===== src/rtl/fsu_pkg.sv =====
package fsu_pkg;
  localparam int unsigned STS_W   = 8;
  localparam int unsigned B_READY = 7;
  localparam int unsigned B_SUSP  = 6;
  localparam int unsigned B_EFAIL = 5;
  localparam int unsigned B_PFAIL = 4;
  localparam int unsigned B_PROT  = 3;

  typedef struct packed {
    logic ready;
    logic susp;
    logic efail;
    logic pfail;
    logic prot;
    logic [2:0] rsvd;
  } sts_t;
endpackage


===== src/rtl/fsu_strobe_sync.sv =====
module fsu_strobe_sync #(
  parameter int unsigned WIDTH  = 2,
  parameter int unsigned STAGES = 2
) (
  input  logic             clk_i,
  input  logic             rst_ni,
  input  logic [WIDTH-1:0] async_i,
  output logic [WIDTH-1:0] sync_o
);
  logic [WIDTH-1:0] chain_q [STAGES];

  for (genvar s = 0; s < STAGES; s++) begin : g_stage
    always_ff @(posedge clk_i or negedge rst_ni) begin
      if (!rst_ni) chain_q[s] <= '1;  // strobes idle high
      else if (s == 0) chain_q[s] <= async_i;
      else chain_q[s] <= chain_q[(s == 0) ? 0 : s-1];
    end
  end

  assign sync_o = chain_q[STAGES-1];
endmodule


===== src/rtl/fsu_flags.sv =====
module fsu_flags
  import fsu_pkg::*;
(
  input  logic clk_i,
  input  logic rst_ni,
  input  logic op_req_i,
  input  logic op_erase_i,
  output logic op_grant_o,
  input  logic eng_done_i,
  input  logic eng_fail_i,
  input  logic abort_i,
  input  logic susp_req_i,
  input  logic susp_reached_i,
  input  logic resume_i,
  input  logic clr_i,
  input  logic prot_top_i,
  input  logic prot_bot_i,
  output sts_t sts_o
);
  logic ready_q, susp_q, efail_q, pfail_q, erase_q, prot_q;
  logic busy;

  assign busy       = !ready_q && !susp_q;
  assign op_grant_o = op_req_i && ready_q && !susp_q && !efail_q && !pfail_q;

  always_ff @(posedge clk_i or negedge rst_ni) begin
    if (!rst_ni) prot_q <= 1'b0;
    else         prot_q <= prot_top_i | prot_bot_i;
  end

  always_ff @(posedge clk_i or negedge rst_ni) begin
    if (!rst_ni) begin
      ready_q <= 1'b1;
      susp_q  <= 1'b0;
      efail_q <= 1'b0;
      pfail_q <= 1'b0;
      erase_q <= 1'b0;
    end else begin
      // clear first; any set below in the same cycle overrides it
      if (clr_i) begin
        efail_q <= 1'b0;
        pfail_q <= 1'b0;
      end
      if (op_grant_o) begin
        ready_q <= 1'b0;
        erase_q <= op_erase_i;
      end else if (abort_i && (busy || susp_q)) begin
        ready_q <= 1'b1;
        susp_q  <= 1'b0;
        if (erase_q) efail_q <= 1'b1;
        else         pfail_q <= 1'b1;
      end else if (busy) begin
        if (eng_fail_i) begin
          ready_q <= 1'b1;
          if (erase_q) efail_q <= 1'b1;
          else         pfail_q <= 1'b1;
        end else if (eng_done_i) begin
          ready_q <= 1'b1;
        end else if (susp_req_i && erase_q) begin
          susp_q <= 1'b1;
        end
      end else if (susp_q && !ready_q && susp_reached_i) begin
        ready_q <= 1'b1;
      end else if (susp_q && ready_q && resume_i) begin
        susp_q  <= 1'b0;
        ready_q <= 1'b0;
      end
    end
  end

  always_comb begin
    sts_o       = '0;
    sts_o.ready = ready_q;
    sts_o.susp  = susp_q;
    sts_o.efail = efail_q;
    sts_o.pfail = pfail_q;
    sts_o.prot  = prot_q;
  end
endmodule


===== src/rtl/fsu_bus_drive.sv =====
module fsu_bus_drive #(
  parameter int unsigned DATA_W = 16,
  parameter int unsigned BYTE_W = 8
) (
  input  logic              clk_i,
  input  logic              rst_ni,
  input  logic              rd_s_i,
  input  logic              byte_mode_i,
  input  logic [BYTE_W-1:0] sts_i,
  output logic [DATA_W-1:0] data_o,
  output logic [DATA_W/BYTE_W-1:0] data_oe_o
);
  localparam int unsigned LANES = DATA_W / BYTE_W;

  logic              rd_q;
  logic [BYTE_W-1:0] snap_q;

  always_ff @(posedge clk_i or negedge rst_ni) begin
    if (!rst_ni) begin
      rd_q   <= 1'b0;
      snap_q <= '0;
    end else begin
      rd_q <= rd_s_i;
      if (rd_s_i && !rd_q) snap_q <= sts_i;  // later strobe fell
    end
  end

  for (genvar l = 0; l < LANES; l++) begin : g_lane
    if (l == 0) begin : g_low
      assign data_o[BYTE_W-1:0] = snap_q;
      assign data_oe_o[0]       = rd_q;
    end else begin : g_up
      assign data_o[l*BYTE_W +: BYTE_W] = '0;
      assign data_oe_o[l]               = rd_q && !byte_mode_i;
    end
  end
endmodule


===== src/rtl/flash_status_unit.sv =====
module flash_status_unit #(
  parameter int unsigned DATA_W      = 16,
  parameter int unsigned SYNC_STAGES = 2
) (
  input  logic              clk_i,
  input  logic              rst_ni,
  input  logic              byte_mode_i,
  input  logic              ce_ni,
  input  logic              oe_ni,
  input  logic              op_req_i,
  input  logic              op_erase_i,
  output logic              op_grant_o,
  input  logic              eng_done_i,
  input  logic              eng_fail_i,
  input  logic              abort_i,
  input  logic              susp_req_i,
  input  logic              susp_reached_i,
  input  logic              resume_i,
  input  logic              clr_i,
  input  logic              prot_top_i,
  input  logic              prot_bot_i,
  output logic [DATA_W-1:0] data_o,
  output logic [DATA_W/8-1:0] data_oe_o
);
  import fsu_pkg::*;

  localparam int unsigned BYTE_W = 8;

  sts_t             sts;
  logic [STS_W-1:0] status_w;
  logic [1:0]       strobe_s;
  logic             rd_s;

  fsu_strobe_sync #(.WIDTH(2), .STAGES(SYNC_STAGES)) u_sync (
    .clk_i   (clk_i),
    .rst_ni  (rst_ni),
    .async_i ({ce_ni, oe_ni}),
    .sync_o  (strobe_s)
  );

  assign rd_s = !strobe_s[1] && !strobe_s[0];

  fsu_flags u_flags (
    .clk_i          (clk_i),
    .rst_ni         (rst_ni),
    .op_req_i       (op_req_i),
    .op_erase_i     (op_erase_i),
    .op_grant_o     (op_grant_o),
    .eng_done_i     (eng_done_i),
    .eng_fail_i     (eng_fail_i),
    .abort_i        (abort_i),
    .susp_req_i     (susp_req_i),
    .susp_reached_i (susp_reached_i),
    .resume_i       (resume_i),
    .clr_i          (clr_i),
    .prot_top_i     (prot_top_i),
    .prot_bot_i     (prot_bot_i),
    .sts_o          (sts)
  );

  assign status_w = sts;

  fsu_bus_drive #(.DATA_W(DATA_W), .BYTE_W(BYTE_W)) u_bus (
    .clk_i       (clk_i),
    .rst_ni      (rst_ni),
    .rd_s_i      (rd_s),
    .byte_mode_i (byte_mode_i),
    .sts_i       (status_w),
    .data_o      (data_o),
    .data_oe_o   (data_oe_o)
  );
endmodule


===== config.mk =====
export PLATFORM = sky130hd
export DESIGN_NAME = flash_status_unit
export DESIGN_NICKNAME = d
export VERILOG_FILES = /design/src/rtl/fsu_pkg.sv /design/src/rtl/fsu_strobe_sync.sv /design/src/rtl/fsu_flags.sv /design/src/rtl/fsu_bus_drive.sv /design/src/rtl/flash_status_unit.sv
export SDC_FILE = /design/constraint.sdc
export NUM_CORES = 1
export LEC_CHECK = 0
export CAP_MARGIN = 25
export CORE_ASPECT_RATIO = 0.8
export CORE_UTILIZATION = 40
export DETAILED_ROUTE_END_ITERATION = 10
export PLACE_DENSITY_LB_ADDON = 0.1
export SLEW_MARGIN = 20
export SYNTH_ARGS = -nofsm -noshare
export SYNTH_HDL_FRONTEND = slang
export SYNTH_SLANG_ARGS = --single-unit
export TNS_END_PERCENT = 50

===== constraint.sdc =====
create_clock -name clk_i -period 2.2 [get_ports clk_i]
set_input_delay 0.44 -clock clk_i [delete_from_list [all_inputs] [get_ports clk_i]]
set_output_delay 0.44 -clock clk_i [all_outputs]
set_load 0.03 [all_outputs]

==> results.yml <==
status:
  status: "completed"
die:
  dieArea_mm2: 0.001990
  die_w_um: 49.62
  chipHeight_um: 40.10
  start_util_pct: 43.74
  num_rows: 13
  io_pins: 35
  coreArea_mm2: 0.001659
worst_setup_path:
  cp-end-kind: "output pin"
  cp_slowest_cell: "clkdlybuf4s50_1"
  crit_path_cell_trace: "clkdlybuf4s50_1 > nor2b_1 > clkdlybuf4s50_1"
  crit_path_start_kind: "primary input"
  path_common_cell: "clkdlybuf4s50_1"
  critPathMaxFanout: 1
  reg2reg_depth: 3
  rrSetupSlack_ns: 0.76
  arrival_ns: 1.61
  cp_data_required_time_ns: 1.76
  max_stage_delay_ns: 0.67
  critPathKind: "in -> out"
placement:
  gp_congestion: 0.7109
  dpl-instance-area_um2: 928.4
  io_buffers: 23
  dp.cells: 102
  dp_hpwl_um: 820.8
routing:
  drt-wirelength-per-cell_um: 9.811
  first_pass_iters: 2
  route.detailed.drc: 0
  wl_um: 1040
  antenna_left: 0
  vias_per_cell: 4.387
  num_vias: 465
  drtIter0Drc: 3
global_route:
  grt_max_degree: 17
  antenna_found_initial: 0
  grt_pass1_wl_um: 1952
  grt.overflow.total: 0
  grt_pass1_vias: 463
  grt_util_all_layers_pct: 13.89
clock_tree:
  h-tree-depth: 1
  cts_buffers: 3
  tritoncts: "yes"
  clock_sinks: 16
  clockRootBuffer: "clkbuf_4"
  post_cts_buffers: 0
  clock_latency_ns: 0.27
  cts-resized-gates: 0
  path_clk_slew_ns: 0.08
  hold_buffers: 0
  cts_buffer_depth: 2
synth:
  synth_top_family_by_area: "buffers and inverters"
  seq_area_frac_synth_pct: 56.03
  netlist_area_um2: 725.7
  synthCells: 59
  yosys.area_share.simple_pct: 13.45
  syn_avg_cell_area_um2: 12.30
  synthXorXnorAreaFrac_pct: 0
  synth.distinct_cells: 20
  ys_warn_count: 0
  ys_ff_latch: 16
  synth_mux_area_share_pct: 9.828
  synthAdderAreaFrac_pct: 0
  synth-compound-area-share_pct: 5.690
power:
  p_comb_share_pct: 36.4
  p_clk_share_pct: 18.5
  netSwitchingPower_uw: 334.7
  ir_drop_mv: 0.7253
  p_per_area_mw_per_mm2: 1022
  power.total_uw: 985.5
  internal_power_uw: 650.8
  switching_share_pct: 33.96
  seq_power_share_pct: 45.1
  p_leak_nw: 0.4227
layout:
  stdcell_count: 106
  nFillCells: 131
  finalNetCount: 101
  area_growth_pct: 32.93
  final_area_um2: 964.7
  antenna_cells: 0
  drive_gt1_share_pct: 23.81
  mostFrequentLayoutCell: "clkdlybuf4s50_1"
  layout_common_cells: "22 x clkdlybuf4s50_1, 11 x conb_1, 11 x dfrtp_1"
timing:
  slew_headroom_pct: 55.42
  fin_worst_skew_ns: 0.001148
  rsz0062_at_grt: "no"
  fin_tns_setup_ns: 0
  slew_violations: 0
  timing.final.crit_share_pct: 93.17
  final_hold_viol_count: 0
  setup_violations: 0
  tightest_slew_ns: 0.6667
  holdWs_ns: 0.3582
  max_freq_ghz: 0.4879
  period_needed_ns: 2.050
hold_path:
  holdPathStages: 0
  min_path_type: "reg -> reg"
job:
  max_cap_violations: 0
## per-stage QoR
step                setup slack (ns)  utilization (%)
finish                        0.1502            58.14
global route                  0.1340            58.14
CTS                           0.1430            58.14
detailed placement            0.1430            55.96
global placement              0.1527            55.96
floorplan                     0.5644                -
## synth_stat cells
cell,instances,area (um^2)
buf_4,12,90.09
dfrtp_1,11,275.3
dfstp_2,5,131.4
mux2_2,5,56.30
inv_1,4,15.01
nand2_1,4,15.01
a21oi_1,3,15.01
nor2b_1,2,12.51
o22ai_1,2,12.51
a211o_1,1,8.760
conb_1,1,3.750
mux2_4,1,15.01
nand2b_4,1,13.76
nor2_1,1,3.750
nor3_1,1,5.000
nor3_2,1,10.01
nor4b_4,1,23.77
o21ai_0,1,5.000
or2_2,1,6.260
or4_1,1,7.510
## worst paths after layout
kind / from / to
min reg2reg: u_sync.chain_q[2]$_DFF_PN1_ / u_sync.sync_o[0]$_DFF_PN1_
min: u_sync.chain_q[2]$_DFF_PN1_ / u_sync.sync_o[0]$_DFF_PN1_
max reg2reg: u_flags.ready_q$_DFFE_PN1P_ / u_flags.erase_q$_DFFE_PN0P_
max in group asynchronous: rst_ni / u_bus.snap_q[6]$_DFFE_PN0P_
min in group asynchronous: rst_ni / u_flags.erase_q$_DFFE_PN0P_
max: byte_mode_i / data_oe_o[1]
## logic make-up (layout without fill, tap and decap cells)
family	after synthesis	after routing
multiplexers	6	6
buffers and inverters	16	31
flip-flops	16	16
AO/OA/AOI/OAI	7	7
AND/OR/NAND/NOR	13	13
other	1	11
## state kept, by name, indices dropped and copies added (netlist names)
| register | count |
|---|---|
| u_flags.pfail_q | 1 |
| u_sync.chain_q | 2 |
| u_flags.prot_q | 1 |
| u_sync.sync_o | 2 |
| u_bus.snap_q | 5 |
| u_bus.rd_q | 1 |
| u_flags.erase_q | 1 |
| u_flags.efail_q | 1 |
| u_flags.ready_q | 1 |
| u_flags.susp_q | 1 |
## area by class of cell
cell class                 count  area (um^2)  area share, %
tap                           22        27.53          2.853
clock buffer                   4        36.28          3.761
sequential                    16        406.6          42.15
inverter                       4        15.01          1.556
timing repair buffer          23        227.7          23.61
multi-input combinational     37        251.5          26.07
## worst max-delay path, delay by kind of cell
kind	cells	cell delay, ns
buf+inv	2	1.07
simple gates	1	0.10
## power groups by stage
stage / logic, mW / clock network [mW] / registers, mW
global placement: 0.359 / 0 / 0.448
detailed placement: 0.361 / 0 / 0.450
floorplan: 0.190 / 0 / 0.498
global route: 0.393 / 0.203 / 0.456
finish: 0.358 / 0.183 / 0.444
CTS: 0.363 / 0.193 / 0.445
## metal layers
metal	GRT usage, %	routed length (um)	vias to the layer above
met4	6.429	12	0
met3	4.924	60	2
li1	-	-	223
met5	0	0	-
met2	23.99	502	21
met1	16.08	463	219
Note: power is estimated with default switching activity, not from simulation.
